File: src/rtl/pctl_pkg.sv
package pctl_pkg;

    localparam int REG_W        = 16;

    // Bit positions are fixed because management software decodes them.
    localparam int B_GRP_RST    = 15;
    localparam int B_LOOP       = 14;
    localparam int B_SPD        = 13;
    localparam int B_AN_EN      = 12;
    localparam int B_PDN        = 11;
    localparam int B_ISO        = 10;
    localparam int B_AN_RESTART = 9;
    localparam int B_DPX        = 8;
    localparam int B_COLTST     = 7;

    typedef enum logic {RST_IDLE, RST_BUSY} rst_state_t;
    typedef enum logic {AN_IDLE, AN_PEND} an_state_t;
    typedef enum logic [1:0] {CT_IDLE, CT_WAIT, CT_ON, CT_HOLD} ct_state_t;

    typedef struct packed {
        logic loopback;
        logic spd_100;
        logic an_en;
        logic pwr_down;
        logic isolate;
        logic full_dpx;
        logic coltst;
    } ctl_fields_t;

    localparam ctl_fields_t CTL_DEFAULT = '{
        loopback: 1'b0, spd_100: 1'b1, an_en: 1'b1, pwr_down: 1'b0,
        isolate: 1'b0, full_dpx: 1'b1, coltst: 1'b0};

    function automatic ctl_fields_t fields_from_word(input logic [REG_W-1:0] w);
        ctl_fields_t f;
        f.loopback = w[B_LOOP];
        f.spd_100  = w[B_SPD];
        f.an_en    = w[B_AN_EN];
        f.pwr_down = w[B_PDN];
        f.isolate  = w[B_ISO];
        f.full_dpx = w[B_DPX];
        f.coltst   = w[B_COLTST];
        return f;
    endfunction

    function automatic logic [REG_W-1:0] word_from_fields(input ctl_fields_t f);
        logic [REG_W-1:0] w;
        w           = '0;
        w[B_LOOP]   = f.loopback;
        w[B_SPD]    = f.spd_100;
        w[B_AN_EN]  = f.an_en;
        w[B_PDN]    = f.pwr_down;
        w[B_ISO]    = f.isolate;
        w[B_DPX]    = f.full_dpx;
        w[B_COLTST] = f.coltst;
        return w;
    endfunction

endpackage

File: src/rtl/pctl_regs.sv
module pctl_regs
    import pctl_pkg::*;
(
    input  logic             clk,
    input  logic             rst_n,
    input  logic             wr_en,
    input  logic [REG_W-1:0] wr_data,
    input  logic             grp_rst_done,
    input  logic             an_started,
    input  logic             an_spd_100,
    input  logic             an_full_dpx,
    output ctl_fields_t      fields,
    output logic [REG_W-1:0] rd_data,
    output logic             grp_rst_req,
    output logic             an_start_req,
    output logic             spd_100,
    output logic             full_dpx
);

    rst_state_t  rst_q, rst_d;
    an_state_t   an_q, an_d;
    ctl_fields_t fld_q, fld_d;

    logic wr_ok;
    logic rst_finish;
    logic unused_rsvd;

    assign wr_ok       = wr_en && (rst_q == RST_IDLE);
    assign rst_finish  = (rst_q == RST_BUSY) && grp_rst_done;
    assign unused_rsvd = ^wr_data[6:0];

    // Group reset next-state logic.
    always_comb begin
        rst_d = rst_q;
        unique case (rst_q)
            RST_IDLE: if (wr_ok && wr_data[B_GRP_RST]) rst_d = RST_BUSY;
            RST_BUSY: if (grp_rst_done)                rst_d = RST_IDLE;
        endcase
    end

    // Auto-negotiation restart next-state logic.
    always_comb begin
        an_d = an_q;
        unique case (an_q)
            AN_IDLE: if (wr_ok && wr_data[B_AN_RESTART] && wr_data[B_AN_EN]) an_d = AN_PEND;
            AN_PEND: if (an_started || rst_finish)                          an_d = AN_IDLE;
        endcase
    end

    // Stored fields: defaults on reset completion, otherwise accepted writes.
    always_comb begin
        fld_d = fld_q;
        if (rst_finish)
            fld_d = CTL_DEFAULT;
        else if (wr_ok)
            fld_d = fields_from_word(wr_data);
    end

    // State registers.
    always_ff @(posedge clk or negedge rst_n) begin
        if (!rst_n) begin
            rst_q <= RST_IDLE;
            an_q  <= AN_IDLE;
            fld_q <= CTL_DEFAULT;
        end else begin
            rst_q <= rst_d;
            an_q  <= an_d;
            fld_q <= fld_d;
        end
    end

    // Outputs.
    always_comb begin
        fields       = fld_q;
        grp_rst_req  = (rst_q == RST_BUSY);
        an_start_req = (an_q == AN_PEND);
        rd_data               = word_from_fields(fld_q);
        rd_data[B_GRP_RST]    = grp_rst_req;
        rd_data[B_AN_RESTART] = an_start_req;
        spd_100  = fld_q.an_en ? an_spd_100  : fld_q.spd_100;
        full_dpx = fld_q.an_en ? an_full_dpx : fld_q.full_dpx;
    end

    a_r2_busy_holds: assert property (@(posedge clk) disable iff (!rst_n)
        (grp_rst_req && !grp_rst_done) |=> grp_rst_req);

    a_r2_done_defaults: assert property (@(posedge clk) disable iff (!rst_n)
        (grp_rst_req && grp_rst_done) |=> (rd_data == 16'h3100));

    a_r3_reserved_zero: assert property (@(posedge clk) disable iff (!rst_n)
        rd_data[6:0] == 7'd0);

    a_r5_start_needs_enable: assert property (@(posedge clk) disable iff (!rst_n)
        $rose(an_start_req) |-> $past(wr_en && wr_data[B_AN_RESTART] && wr_data[B_AN_EN]));

    a_r6_pending_holds: assert property (@(posedge clk) disable iff (!rst_n)
        (an_start_req && !an_started && !(grp_rst_req && grp_rst_done)) |=> an_start_req);

endmodule

File: src/rtl/pctl_coltest.sv
module pctl_coltest
    import pctl_pkg::*;
#(
    parameter int ON_TICKS  = 64,
    parameter int OFF_TICKS = 2
) (
    input  logic clk,
    input  logic rst_n,
    input  logic enable,
    input  logic tx_en,
    input  logic bit_tick,
    output logic col_gen
);

    localparam int MAXT = (ON_TICKS > OFF_TICKS) ? ON_TICKS : OFF_TICKS;
    localparam int CW   = $clog2(MAXT) + 1;

    ct_state_t     st_q, st_d;
    logic [CW-1:0] cnt_q, cnt_d;

    always_comb begin
        st_d  = st_q;
        cnt_d = cnt_q;
        if (!enable) begin
            st_d  = CT_IDLE;
            cnt_d = '0;
        end else begin
            unique case (st_q)
                CT_IDLE: if (tx_en) begin
                    st_d  = CT_WAIT;
                    cnt_d = '0;
                end
                CT_WAIT: begin
                    if (!tx_en)
                        st_d = CT_IDLE;
                    else if (bit_tick) begin
                        if (cnt_q == CW'(ON_TICKS - 1)) st_d = CT_ON;
                        else                            cnt_d = cnt_q + 1'b1;
                    end
                end
                CT_ON: if (!tx_en) begin
                    st_d  = CT_HOLD;
                    cnt_d = '0;
                end
                CT_HOLD: begin
                    if (tx_en)
                        st_d = CT_ON;
                    else if (bit_tick) begin
                        if (cnt_q == CW'(OFF_TICKS - 1)) st_d = CT_IDLE;
                        else                             cnt_d = cnt_q + 1'b1;
                    end
                end
            endcase
        end
    end

    always_ff @(posedge clk or negedge rst_n) begin
        if (!rst_n) begin
            st_q  <= CT_IDLE;
            cnt_q <= '0;
        end else begin
            st_q  <= st_d;
            cnt_q <= cnt_d;
        end
    end

    always_comb begin
        col_gen = (st_q == CT_ON) || (st_q == CT_HOLD);
    end

    a_r9_col_needs_tx: assert property (@(posedge clk) disable iff (!rst_n)
        $rose(col_gen) |-> $past(tx_en && enable));

    a_r9_wait_bounded: assert property (@(posedge clk) disable iff (!rst_n)
        (st_q == CT_WAIT) |-> (cnt_q < CW'(ON_TICKS)));

    a_r10_abort_quiet: assert property (@(posedge clk) disable iff (!rst_n)
        (st_q == CT_WAIT && !tx_en) |=> !col_gen);

endmodule

File: src/rtl/pctl_mii_path.sv
module pctl_mii_path #(
    parameter int MII_W = 4
) (
    input  logic             clk,
    input  logic             rst_n,
    input  logic             loopback,
    input  logic             isolate,
    input  logic             col_gen,
    input  logic [MII_W-1:0] txd,
    input  logic [MII_W-1:0] phy_rxd,
    input  logic             phy_col,
    output logic [MII_W-1:0] rxd,
    output logic             col
);

    always_comb begin
        if (isolate) begin
            rxd = '0;
            col = 1'b0;
        end else if (loopback) begin
            rxd = txd;
            col = col_gen;
        end else begin
            rxd = phy_rxd;
            col = col_gen | phy_col;
        end
    end

    a_r8_iso_quiet: assert property (@(posedge clk) disable iff (!rst_n)
        isolate |-> (rxd == '0 && !col));

    a_r7_loop_path: assert property (@(posedge clk) disable iff (!rst_n)
        (loopback && !isolate) |-> (rxd == txd));

endmodule

File: src/rtl/phy_ctl_reg.sv
module phy_ctl_reg
    import pctl_pkg::*;
#(
    parameter int MII_W     = 4,
    parameter int ON_TICKS  = 64,
    parameter int OFF_TICKS = 2
) (
    input  logic             clk,
    input  logic             rst_n,
    input  logic             wr_en,
    input  logic [15:0]      wr_data,
    output logic [15:0]      rd_data,
    output logic             grp_rst_req,
    input  logic             grp_rst_done,
    output logic             an_start_req,
    input  logic             an_started,
    input  logic             an_spd_100,
    input  logic             an_full_dpx,
    output logic             spd_100,
    output logic             full_dpx,
    output logic             isolate_o,
    output logic             pwr_down_o,
    input  logic             tx_en,
    input  logic [MII_W-1:0] txd,
    input  logic [MII_W-1:0] phy_rxd,
    input  logic             phy_col,
    input  logic             bit_tick,
    output logic [MII_W-1:0] rxd,
    output logic             col
);

    ctl_fields_t fields;
    logic        col_gen;

    pctl_regs u_regs (
        .clk          (clk),
        .rst_n        (rst_n),
        .wr_en        (wr_en),
        .wr_data      (wr_data),
        .grp_rst_done (grp_rst_done),
        .an_started   (an_started),
        .an_spd_100   (an_spd_100),
        .an_full_dpx  (an_full_dpx),
        .fields       (fields),
        .rd_data      (rd_data),
        .grp_rst_req  (grp_rst_req),
        .an_start_req (an_start_req),
        .spd_100      (spd_100),
        .full_dpx     (full_dpx)
    );

    pctl_coltest #(
        .ON_TICKS  (ON_TICKS),
        .OFF_TICKS (OFF_TICKS)
    ) u_coltest (
        .clk      (clk),
        .rst_n    (rst_n),
        .enable   (fields.coltst),
        .tx_en    (tx_en),
        .bit_tick (bit_tick),
        .col_gen  (col_gen)
    );

    pctl_mii_path #(
        .MII_W (MII_W)
    ) u_path (
        .clk      (clk),
        .rst_n    (rst_n),
        .loopback (fields.loopback),
        .isolate  (fields.isolate),
        .col_gen  (col_gen),
        .txd      (txd),
        .phy_rxd  (phy_rxd),
        .phy_col  (phy_col),
        .rxd      (rxd),
        .col      (col)
    );

    assign isolate_o  = fields.isolate;
    assign pwr_down_o = fields.pwr_down;

    a_r8_pins_follow: assert property (@(posedge clk) disable iff (!rst_n)
        (isolate_o == rd_data[10]) && (pwr_down_o == rd_data[11]));

endmodule

File: config.mk
export PLATFORM = sky130hd
export DESIGN_NAME = phy_ctl_reg
export DESIGN_NICKNAME = d
export VERILOG_FILES = /design/src/rtl/pctl_pkg.sv /design/src/rtl/pctl_regs.sv /design/src/rtl/pctl_coltest.sv /design/src/rtl/pctl_mii_path.sv /design/src/rtl/phy_ctl_reg.sv
export SDC_FILE = /design/constraint.sdc
export NUM_CORES = 1
export LEC_CHECK = 0
export ABC_CLOCK_PERIOD_IN_PS = 1900
export BUFFER_PORTS_ARGS = -buffer_cell sky130_fd_sc_hd__buf_2
export CORE_MARGIN = 2
export CORE_UTILIZATION = 46
export DETAILED_ROUTE_END_ITERATION = 12
export GPL_TIMING_DRIVEN = 0
export HOLD_SLACK_MARGIN = 0.02
export PLACE_DENSITY_LB_ADDON = 0.3
export SYNTH_ARGS = -nofsm -noshare
export SYNTH_HDL_FRONTEND = slang
export SYNTH_SLANG_ARGS = --single-unit
File: constraint.sdc
create_clock -name clk -period 1.9 [get_ports clk]
set_input_delay 0 -clock clk [delete_from_list [all_inputs] [get_ports clk]]
set_output_delay 0 -clock clk [all_outputs]
set_load 0.03 [all_outputs]
# Yosys cells after proc, flatten, opt, wreduce, memory -nomap -nowiden
# Cells that the tools add are included.
# totals
regBits	18
inputBits	34
output_inout_bits	27
elab_cells	77
# classes
add_sub_neg	1
n_eq_ne	17
muxes	34
bitwise	3
reduce_logical	11
# ops
operator	n
$mux W7	11
$pmux W7 S4	1
$ne A3 B3 Y1 const B	8
$mux W2	9
$mux W1	8
$mux W4	2
$ne A4 B3 Y1 const B	2
$ne A4 B4 Y1 const B	2
$pmux W2 S4	1
$reduce_and A8 Y1	1
$add A7 B1 Y7 const B	1
$eq A7 B1 Y1 const B	1
$eq A7 B6 Y1 const B	1
$reduce_and A6 Y1	1
$logic_and A1 B1 Y1	5
$eq A2 B2 Y1 const B	2
$pmux W1 S2	2
$eq A2 B1 Y1 const B	1
$logic_not A2 Y1	1
$logic_or A1 B1 Y1	2
$not A1 Y1	2
$reduce_bool A2 Y1	1
$or A1 B1 Y1	1

# Depth between registers and ports, before layout
# Gate-level depths: netlist (run 1).
# logic_depth
ltp_word	6
mapped_depth	6
mapped_depth_nobuf	6

# Hierarchy
# A second synthesis (run 1) with hierarchy kept.
# unflattened
hier_cells	135
area_unflattened_um2	1317.5
# modules_own_cells
mod	instances	cells_each	area_each_um2	seq_area_each_um2
pctl_coltest	1	71	638.1	225.2
pctl_regs	1	52	594.3	229.0
pctl_mii_path	1	12	85.1	0.0

# Worst setup path after synthesis (run 1)
# OpenSTA, ideal clock, no wires.
# synth_timing
path_kind	register -> register
start	register u_coltest.cnt_q[0]
end	register u_coltest.cnt_q[3]
setup_time_ns	0.096
arrival_time_ns	1.457
required_time_ns	1.804
slack_ns	0.347
path_stages_with_launch	6
n_path_buf	0
period_less_slack_ns	1.553
path_cell_list	dfrtp_1 > ha_1 > nor2b_2 > a2111oi_4 > nor2_4 > o32ai_2
# synth_between
elab_chain_cells	6
word_cells_on_any_way	14
classes_between	add/sub: 1; eq/ne: 4; mux: 8; reduce/logical: 1
# synth_rtl
item	line_no	text
start, declared	pctl_coltest.sv:19	logic [CW-1:0] cnt_q, cnt_d;
start signal, assigned	pctl_coltest.sv:63	cnt_q <= cnt_d;
$add A7 B1 Y7	pctl_coltest.sv:38, pctl_coltest.sv:50	
$mux W7 (on tied branches)	pctl_coltest.sv:49, pctl_coltest.sv:37	
$mux W7 (on tied branches)	pctl_coltest.sv:48, pctl_coltest.sv:36	
$mux W7 (on tied branches)	pctl_coltest.sv:46, pctl_coltest.sv:34	
$pmux W7 S4	pctl_coltest.sv:28	unique case (st_q)
$mux W7	pctl_coltest.sv:24	if (!enable) begin
# Several ways; a longest one is shown, not always the timed one. The select of a mux whose other input is x is not followed.
# A chain may end at the register's enable or synchronous reset.

# Worst setup path in the final report (run 1)
# layout_timing
start	register u_coltest.cnt_q[0]
end	register u_coltest.cnt_q[2]
# Same word-level chain as after synthesis.

==> results of run 1 <==
[stage by stage]
step | std cells | area, sq um | hold WS [ns] | setup WS (ns) | power, mW
floorplan | 134 | 1280 | -0.296 | 0.347 | 0.746
global placement | 209 | 1550 | -0.0494 | 0.248 | 0.855
detailed placement | 209 | 1550 | -0.0474 | 0.214 | 0.865
CTS | 222 | 1670 | 0.0220 | 0.181 | 1.12
global route | 222 | 1670 | 0.0360 | 0.0742 | 1.16
finish | 222 | 1670 | 0.0409 | 0.183 | 1.11
[critical path: stages, from the launching register on]
cell and delay (ns):
dfrtp_1 0.45, ha_1 0.22, nor2b_2 0.18, a2111oi_4 0.49, nor2_4 0.10, o32ai_2 0.20
[path summary, 6_finish.rpt]
| path | startpoint | end | depth (start not counted) |
|---|---|---|---|
| max in group asynchronous | rst_n | u_regs.fields[5] | 2 |
| min in group asynchronous | rst_n | u_coltest.cnt_q[2] | 2 |
| max reg2reg | u_coltest.cnt_q[0] | u_coltest.cnt_q[2] | 5 |
| min | bit_tick | u_coltest.st_q[1] | 3 |
| max | u_coltest.cnt_q[0] | u_coltest.cnt_q[2] | 5 |
| min reg2reg | u_coltest.cnt_q[5] | u_coltest.cnt_q[5] | 1 |
[synthesized netlist by cell type]
library cell | instances | area, sq um
nor2b_1 | 2 | 12.5
buf_2 | 1 | 5.00
o21ai_1 | 2 | 10.0
a22o_1 | 3 | 26.3
nand2_1 | 16 | 60.1
nand2b_1 | 3 | 18.8
buf_4 | 13 | 97.6
inv_1 | 5 | 18.8
nand4b_1 | 1 | 8.76
a21boi_1 | 1 | 7.51
nor4b_1 | 1 | 8.76
dfrtp_1 | 15 | 375
nor4_1 | 3 | 18.8
and4_1 | 1 | 8.76
ha_1 | 2 | 25.0
o21ai_0 | 2 | 10.0
dfstp_2 | 3 | 78.8
clkbuf_2 | 1 | 5.00
nor3_1 | 1 | 5.00
o41ai_1 | 1 | 8.76
a21boi_0 | 1 | 7.51
xor2_1 | 1 | 8.76
conb_1 | 1 | 3.75
o22ai_1 | 5 | 31.3
mux2i_1 | 5 | 50.1
o21a_1 | 1 | 7.51
nor2_4 | 1 | 11.3
a211oi_1 | 1 | 7.51
o32ai_2 | 3 | 48.8
o311a_1 | 1 | 10.0
nor2_1 | 7 | 26.3
nand3_1 | 3 | 15.0
nand4_1 | 1 | 6.26
o22a_1 | 3 | 26.3
a2111oi_4 | 1 | 27.5
a21oi_1 | 1 | 5.00
nor4_4 | 2 | 42.5
and3_1 | 2 | 12.5
a21o_1 | 1 | 7.51
nor2b_2 | 1 | 8.76
nand3_4 | 1 | 17.5
clkbuf_1 | 2 | 7.51
mux2_2 | 5 | 56.3
o211ai_1 | 1 | 7.51
[flip-flops by register name (all words and copies together), names as in the netlist]
signal,flops
u_regs.fields,7
u_coltest.cnt_q,7
u_regs.an_start_req,1
u_regs.grp_rst_req,1
u_coltest.st_q,2
[per-layer routing]
| metal | track usage | up-vias |
|---|---|---|
| met4 | 0.0544 | 0 |
| met3 | 0.0530 | 4 |
| met2 | 0.355 | 43 |
| met1 | 0.220 | 542 |
| met5 | 0 | - |
| li1 | - | 573 |
[power by group through the flow]
stage / sequential [mW] / combinational (mW) / clock [mW]
2_1_floorplan: 0.501 / 0.245 / 0
3_3_place_gp: 0.459 / 0.396 / 0
3_5_place_dp: 0.462 / 0.403 / 0
4_1_cts: 0.455 / 0.420 / 0.245
5_1_grt: 0.461 / 0.447 / 0.257
6_report: 0.455 / 0.421 / 0.236
[cells by family (layout without fill, tap and decap cells)]
kind of cell / Yosys count / in the layout
other: 1 / 7
multiplexers: 10 / 10
flip-flops: 18 / 18
AND/OR/NAND/NOR: 46 / 46
adder cells (fa/ha/maj): 2 / 2
buffers and inverters: 22 / 80
AO/OA/AOI/OAI: 28 / 28
XOR/XNOR: 1 / 1
[layout make-up]
type | instances | area (sq um) | area share
tap | 30 | 37.5 | 0.0224
sequential | 18 | 454 | 0.271
buffer | 17 | 115 | 0.0688
timing repair buffer | 54 | 315 | 0.188
inverter | 5 | 18.8 | 0.0112
clock buffer | 4 | 36.3 | 0.0217
multi-input combinational | 94 | 697 | 0.416
==> results.py, run 1 <==
metrics = {
    "yosys": {
        "ys_warn_count": 0,
        "synth-compound-area-share": 0.197,
        "synth_fa_ha_area_frac": 0.0198,
        "ys_seq_elements": 18,
        "ys_seq_area_frac": 0.360,
        "synth-simple-area-share": 0.223,
        "netlist_area_sq_um": 1260,
        "postSynthCellCount": 128,
        "netlist-cell-type-count": 44,
        "yosys.area_share.xor_xnor": 0.00694,
        "synth_top_family_by_area": "simple AND/OR/NAND/NOR gates",
        "syn_area_per_cell_sq_um": 9.86,
        "synth_mux_area_frac": 0.0842,
    },
    "route": {
        "top_layer_used": "met4",
        "route.met3.wl_microns": 156,
        "drcViolationCount": 0,
        "wl_met2_microns": 1610,
        "drtPass1Iterations": 4,
        "num_vias": 1162,
        "ant_nets": 0,
        "drt-initial-drc-count": 30,
        "wl_microns": 2990,
        "wl_per_cell_microns": 13.5,
        "viasPerCell": 5.23,
        "m1WireLength_microns": 1200,
    },
    "clock_tree": {
        "cts_setup_buffers": 0,
        "clk_latency_ns": 0.29,
        "cts_buffers": 3,
        "clock_sinks": 18,
        "cts_tree": "done",
        "cts-root-buf": "clkbuf_4",
        "clkSlewWorstSetupHoldPaths_ns": 0.10,
        "clockBufferDepth": 2,
        "cts_resized": 0,
        "hold_buffers": 9,
        "cts_htree_levels": 1,
    },
    "global_route": {
        "grt_max_degree": 19,
        "grtUsageTotal": 0.194,
        "grt_pass1_vias": 1134,
        "grt_first_pass_wirelength_microns": 4910,
        "overflow": 0,
        "grt_antenna_before_repair": 0,
    },
    "layout": {
        "nets": 229,
        "diodes": 0,
        "nFillCells": 207,
        "final_cell_mix": "46 x buf_2, 16 x nand2_1, 15 x dfrtp_1",
        "layout_commonest_cell": "buf_2",
        "final_util": 0.658,
        "drive_above_1_share": 0.422,
        "syn_to_final_growth_pct": 32.6,
    },
    "timing": {
        "finalCritPeriodShare": 0.904,
        "drv_slew": 0,
        "fin_worst_skew_ns": 0.00290,
        "max_freq_mhz": 583,
        "finalHoldViolCount": 0,
        "period_minus_slack_ns": 1.72,
        "setup-tns-final_ns": 0,
        "finalSetupViolCount": 0,
        "rsz0062_at_grt": "false",
    },
    "setup_path": {
        "cp.arrival_ns": 1.93,
        "ff2ff_setup_slack_ns": 0.18,
        "path_class": "reg2reg",
        "required_ns": 2.11,
        "worst_setup_path_start_kind": "flip-flop",
        "crit_fanout": 5,
        "crit_path_end_kind": "flip-flop",
    },
    "pwr": {
        "p_int_mw": 0.703,
        "p_sw_mw": 0.410,
        "pwr-share-seq": 0.409,
        "combPwrFrac": 0.379,
        "p_leak_nw": 0.790,
        "p_sw_frac": 0.368,
        "irDropWorstVdd_uv": 542,
        "powerDensity_nw_per_um2": 665,
        "clkPwrFrac": 0.212,
    },
    "run_status": {
        "outcome": "finished, final reports clean",
    },
    "floorplanning": {
        "ios": 61,
        "start_util": 0.496,
        "core_area_sq_um": 2540,
        "die_x_microns": 56.4,
        "die_area_sq_um": 3180,
        "die_y_microns": 56.4,
        "rows": 18,
    },
    "place": {
        "port_buffers": 45,
        "gp_congestion": 0.867,
        "dp_hpwl_microns": 2190,
    },
    "run": {
        "drv_cap": 0,
    },
    "hold_path": {
        "hold_path_class": "in2reg",
    },
}
(Power assumes the default switching activity.)
==> run 2, diff against run 1 <==
--- a/config.mk
+++ b/config.mk
@@ -6,10 +6,10 @@
 export NUM_CORES = 1
 export LEC_CHECK = 0
 export ABC_CLOCK_PERIOD_IN_PS = 1900
-export BUFFER_PORTS_ARGS = -buffer_cell sky130_fd_sc_hd__buf_2
 export CORE_MARGIN = 2
-export CORE_UTILIZATION = 46
+export CORE_UTILIZATION = 56
 export DETAILED_ROUTE_END_ITERATION = 12
+export DONT_BUFFER_PORTS = 1
 export GPL_TIMING_DRIVEN = 0
 export HOLD_SLACK_MARGIN = 0.02
 export PLACE_DENSITY_LB_ADDON = 0.3
==> results.py, run 2 (synthesis results as in run 1) <==
metrics = {
    "run_status": {
        "outcome": "finished, final reports clean",
    },
    "setup_path": {
        "crit_fanout": 5,
        "ff2ff_setup_slack_ns": 0.18,
        "required_ns": 2.11,
        "path_class": "reg2reg",
        "worst_setup_path_start_kind": "flip-flop",
        "r2r-start": "u_coltest.cnt_q[0]",
        "worstReg2RegEnd": "u_coltest.cnt_q[3]",
        "cp.arrival_ns": 1.93,
        "cp-startpoint": "u_coltest.cnt_q[0]",
        "endpoint": "u_coltest.cnt_q[3]",
        "crit_path_end_kind": "flip-flop",
        "rr_worst_depth": 5,
    },
    "route": {
        "drt-initial-drc-count": 18,
        "wl_microns": 2740,
        "drtPass1Iterations": 4,
        "num_vias": 1049,
        "viasPerCell": 5.86,
        "wl_per_cell_microns": 15.3,
        "drcViolationCount": 0,
        "ant_nets": 0,
    },
    "timing": {
        "finalHoldViolCount": 0,
        "worst_pin_slew_ns": 0.816,
        "finalCritPeriodShare": 0.903,
        "period_minus_slack_ns": 1.72,
        "layout_setup_ws_ns": 0.184,
        "max_slew_margin": 0.454,
        "setup-tns-final_ns": 0,
        "finalSetupViolCount": 0,
        "max_freq_mhz": 583,
        "fin_worst_skew_ns": 0.00150,
        "drv_slew": 0,
        "rsz0062_at_grt": "false",
    },
    "place": {
        "dpl_cell_area_sq_um": 1320,
        "dp_hpwl_microns": 1910,
        "gp_congestion": 0.853,
        "post-place-ws_ns": 0.200,
        "port_buffers": 0,
    },
    "clock_tree": {
        "cts_htree_levels": 1,
        "clockBufferDepth": 2,
        "clkSlewWorstSetupHoldPaths_ns": 0.11,
        "clock_sinks": 18,
        "cts_buffers": 3,
        "cts_tree": "done",
        "clk_latency_ns": 0.29,
        "cts_resized": 0,
        "cts-root-buf": "clkbuf_4",
    },
    "layout": {
        "drive_above_1_share": 0.238,
        "final_cell_mix": "16 x nand2_1, 15 x dfrtp_1, 13 x buf_4, 13 x dlygate4sd3_1",
        "nets": 188,
        "layout_commonest_cell": "nand2_1",
        "diodes": 0,
        "syn_to_final_growth_pct": 17.7,
        "stdcell_area_sq_um": 1490,
    },
    "global_route": {
        "overflow": 0,
        "grtUsageTotal": 0.226,
        "grt_max_degree": 19,
        "grt_pass1_vias": 1022,
        "grt_antenna_before_repair": 0,
        "grt_first_pass_wirelength_microns": 4450,
    },
    "floorplanning": {
        "die_area_sq_um": 2650,
        "core_area_sq_um": 2170,
        "die_y_microns": 51.5,
        "die_x_microns": 51.5,
        "ios": 61,
        "rows": 17,
        "start_util": 0.582,
    },
    "hold_path": {
        "hold_path_class": "in2reg",
    },
    "pwr": {
        "p_total_mw": 1.05,
        "irDropWorstVdd_uv": 712,
        "p_leak_nw": 0.621,
        "powerDensity_nw_per_um2": 708,
    },
    "run": {
        "drv_cap": 0,
    },
}
run 2: how the worst min path moves through the flow:
| stage | end | slack, ns | from | cells past startpoint |
|---|---|---|---|---|
| after floorplan | u_coltest.cnt_q[0] | -0.30 | rst_n | 0 |
| after global placement | u_regs.an_start_req | -0.30 | rst_n | 0 |
| after detailed placement | u_regs.an_start_req | -0.29 | rst_n | 0 |
| after CTS | u_coltest.cnt_q[6] | 0.02 | bit_tick | 4 |
| after global routing | u_coltest.cnt_q[6] | 0.04 | bit_tick | 4 |
| final | u_coltest.cnt_q[6] | 0.03 | bit_tick | 4 |
run 2: metrics by stage:
step                utilization  hold slack, ns  std cells
floorplan                     -          -0.296        134
global placement          0.608          -0.295        162
detailed placement        0.608          -0.295        162
CTS                       0.685          0.0207        179
global route              0.685          0.0423        179
finish                    0.685          0.0309        179
run 2: per-layer routing:
layer	part of all wire	GRT usage	vias up	wire length (microns)
met4	0.027	0.114	0	73
met5	0	0	-	0
met2	0.52	0.391	38	1420
li1	-	-	496	-
met1	0.40	0.260	507	1100
met3	0.053	0.0497	8	144
run 2: what timing repair did:
item | in CTS | in global routing
setup buffers | 0 | 0
hold buffers | 13 | 0
endpoints found under the hold margin | 31 | 0
run 2: final cells by class:
cell class | instances | area [sq um]
timing repair buffer | 13 | 130
buffer | 17 | 115
sequential | 18 | 454
tap | 28 | 35.0
multi-input combinational | 94 | 697
fill | 186 | 683
inverter | 5 | 18.8
clock buffer | 4 | 36.3
run 2: worst max-delay path: stages, from the launching register on:
cell and delay [ns]:
dfrtp_1 0.45, ha_1 0.22, nor2b_2 0.18, a2111oi_4 0.48, nor2_4 0.10, o32ai_2 0.21
run 2: report_power, final:
group	switching (mW)	total, mW	internal (mW)	leakage (nW)
Sequential	0.0835	0.505	0.421	0.234
Clock	0.129	0.246	0.117	0.0210
Combinational	0.187	0.301	0.114	0.367
==> run 3, diff against run 2 <==
--- a/config.mk
+++ b/config.mk
@@ -11,8 +11,7 @@
 export DETAILED_ROUTE_END_ITERATION = 12
 export DONT_BUFFER_PORTS = 1
 export GPL_TIMING_DRIVEN = 0
-export HOLD_SLACK_MARGIN = 0.02
-export PLACE_DENSITY_LB_ADDON = 0.3
+export PLACE_DENSITY = 0.71
 export SYNTH_ARGS = -nofsm -noshare
 export SYNTH_HDL_FRONTEND = slang
 export SYNTH_SLANG_ARGS = --single-unit
==> results.py, run 3 (synthesis results as in run 1) <==
metrics = {
    "run_status": {
        "outcome": "finished, final reports clean",
    },
    "layout": {
        "drive_above_1_share": 0.238,
        "layout_commonest_cell": "nand2_1",
        "seq_area_sq_um": 454,
        "multi_input_area_sq_um": 697,
        "nFillCells": 178,
        "syn_to_final_growth_pct": 17.7,
        "final_cell_mix": "16 x nand2_1, 15 x dfrtp_1, 13 x buf_4, 13 x dlygate4sd3_1",
        "diodes": 0,
        "stdcell_area_sq_um": 1490,
        "nets": 188,
    },
    "route": {
        "num_vias": 1026,
        "wl_microns": 2610,
        "viasPerCell": 5.73,
        "ant_nets": 0,
        "drt-initial-drc-count": 16,
        "drtPass1Iterations": 4,
        "drcViolationCount": 0,
        "wl_per_cell_microns": 14.6,
    },
    "floorplanning": {
        "die_x_microns": 51.5,
        "start_util": 0.582,
        "rows": 17,
        "core_area_sq_um": 2170,
        "die_area_sq_um": 2650,
        "ios": 61,
        "die_y_microns": 51.5,
    },
    "global_route": {
        "grt_pass1_vias": 1014,
        "overflow": 0,
        "grt_antenna_before_repair": 0,
        "grt_max_degree": 19,
        "grtUsageTotal": 0.222,
        "grt_first_pass_wirelength_microns": 4330,
    },
    "pwr": {
        "p_int_mw": 0.652,
        "p_leak_nw": 0.621,
        "p_sw_mw": 0.390,
        "combPwrFrac": 0.284,
        "p_total_mw": 1.04,
        "irDropWorstVdd_uv": 600,
        "p_sw_frac": 0.374,
        "clkPwrFrac": 0.233,
        "powerDensity_nw_per_um2": 700,
        "pwr-share-seq": 0.483,
    },
    "clock_tree": {
        "clockBufferDepth": 2,
        "hold_buffers": 13,
        "cts-root-buf": "clkbuf_4",
        "cts_resized": 0,
        "cts_buffers": 3,
        "clk_latency_ns": 0.30,
        "clock_sinks": 18,
        "cts_tree": "done",
        "clkSlewWorstSetupHoldPaths_ns": 0.11,
        "cts_setup_buffers": 0,
        "cts_htree_levels": 1,
    },
    "timing": {
        "fin_worst_skew_ns": 0.00706,
        "finalCritPeriodShare": 0.907,
        "setup-tns-final_ns": 0,
        "holdWs_ns": 0.0283,
        "max_freq_mhz": 580,
        "rsz0062_at_grt": "false",
        "worst_pin_slew_ns": 0.787,
        "max_slew_margin": 0.474,
        "finalHoldViolCount": 0,
        "period_minus_slack_ns": 1.72,
        "finalSetupViolCount": 0,
        "layout_setup_ws_ns": 0.176,
        "drv_slew": 0,
    },
    "setup_path": {
        "required_ns": 2.11,
        "crit_fanout": 5,
        "path_class": "reg2reg",
        "crit_path_end_kind": "flip-flop",
        "cp.arrival_ns": 1.94,
        "worst_setup_path_start_kind": "flip-flop",
    },
    "place": {
        "dpl_cell_area_sq_um": 1320,
        "post-place-ws_ns": 0.198,
        "dp_hpwl_microns": 1930,
        "port_buffers": 0,
        "gp_congestion": 0.861,
    },
    "run": {
        "drv_cap": 0,
    },
    "hold_path": {
        "hold_path_class": "in2reg",
    },
}
run 3: per-layer routing:
metal / vias up / track usage / part of all wire
li1: 497 / - / -
met1: 489 / 0.238 / 0.39
met2: 36 / 0.410 / 0.54
met3: 4 / 0.0380 / 0.051
met4: 0 / 0.118 / 0.018
met5: - / 0 / 0
run 3: worst max-delay path, stage by stage (launching register included):
cell,delay [ns]
dfrtp_1,0.44
ha_1,0.21
nor2b_2,0.18
a2111oi_4,0.49
nor2_4,0.10
o32ai_2,0.21
run 3: worst paths after layout:
check | from | end | slack, ns | cells past startpoint
max | u_coltest.cnt_q[0] | u_coltest.cnt_q[3] | 0.18 | 5
min | bit_tick | u_coltest.cnt_q[6] | 0.03 | 4
max reg2reg | u_coltest.cnt_q[0] | u_coltest.cnt_q[3] | 0.18 | 5
min reg2reg | u_coltest.cnt_q[0] | u_coltest.cnt_q[0] | 0.58 | 1
max in group asynchronous | rst_n | u_regs.fields[2] | 1.19 | 1
min in group asynchronous | rst_n | u_coltest.cnt_q[3] | 0.21 | 1
run 3: power by group through the flow:
stage               clock network, mW  registers (mW)  logic, mW
finish                          0.242           0.503      0.296
global route                    0.264           0.510      0.317
CTS                             0.252           0.503      0.297
detailed placement                  0           0.510      0.264
global placement                    0           0.508      0.261
floorplan                           0           0.501      0.245
run 3: cell type report:
| type | count | area share |
|---|---|---|
| buffer | 17 | 0.0774 |
| clock buffer | 4 | 0.0244 |
| sequential | 18 | 0.306 |
| timing repair buffer | 13 | 0.0875 |
| inverter | 5 | 0.0126 |
| tap | 28 | 0.0236 |
| multi-input combinational | 94 | 0.469 |
run 3: stage by stage:
| step | std cells | utilization |
|---|---|---|
| 2_1_floorplan | 134 | - |
| 3_3_place_gp | 162 | 0.608 |
| 3_5_place_dp | 162 | 0.608 |
| 4_1_cts | 179 | 0.685 |
| 5_1_grt | 179 | 0.685 |
| 6_report | 179 | 0.685 |
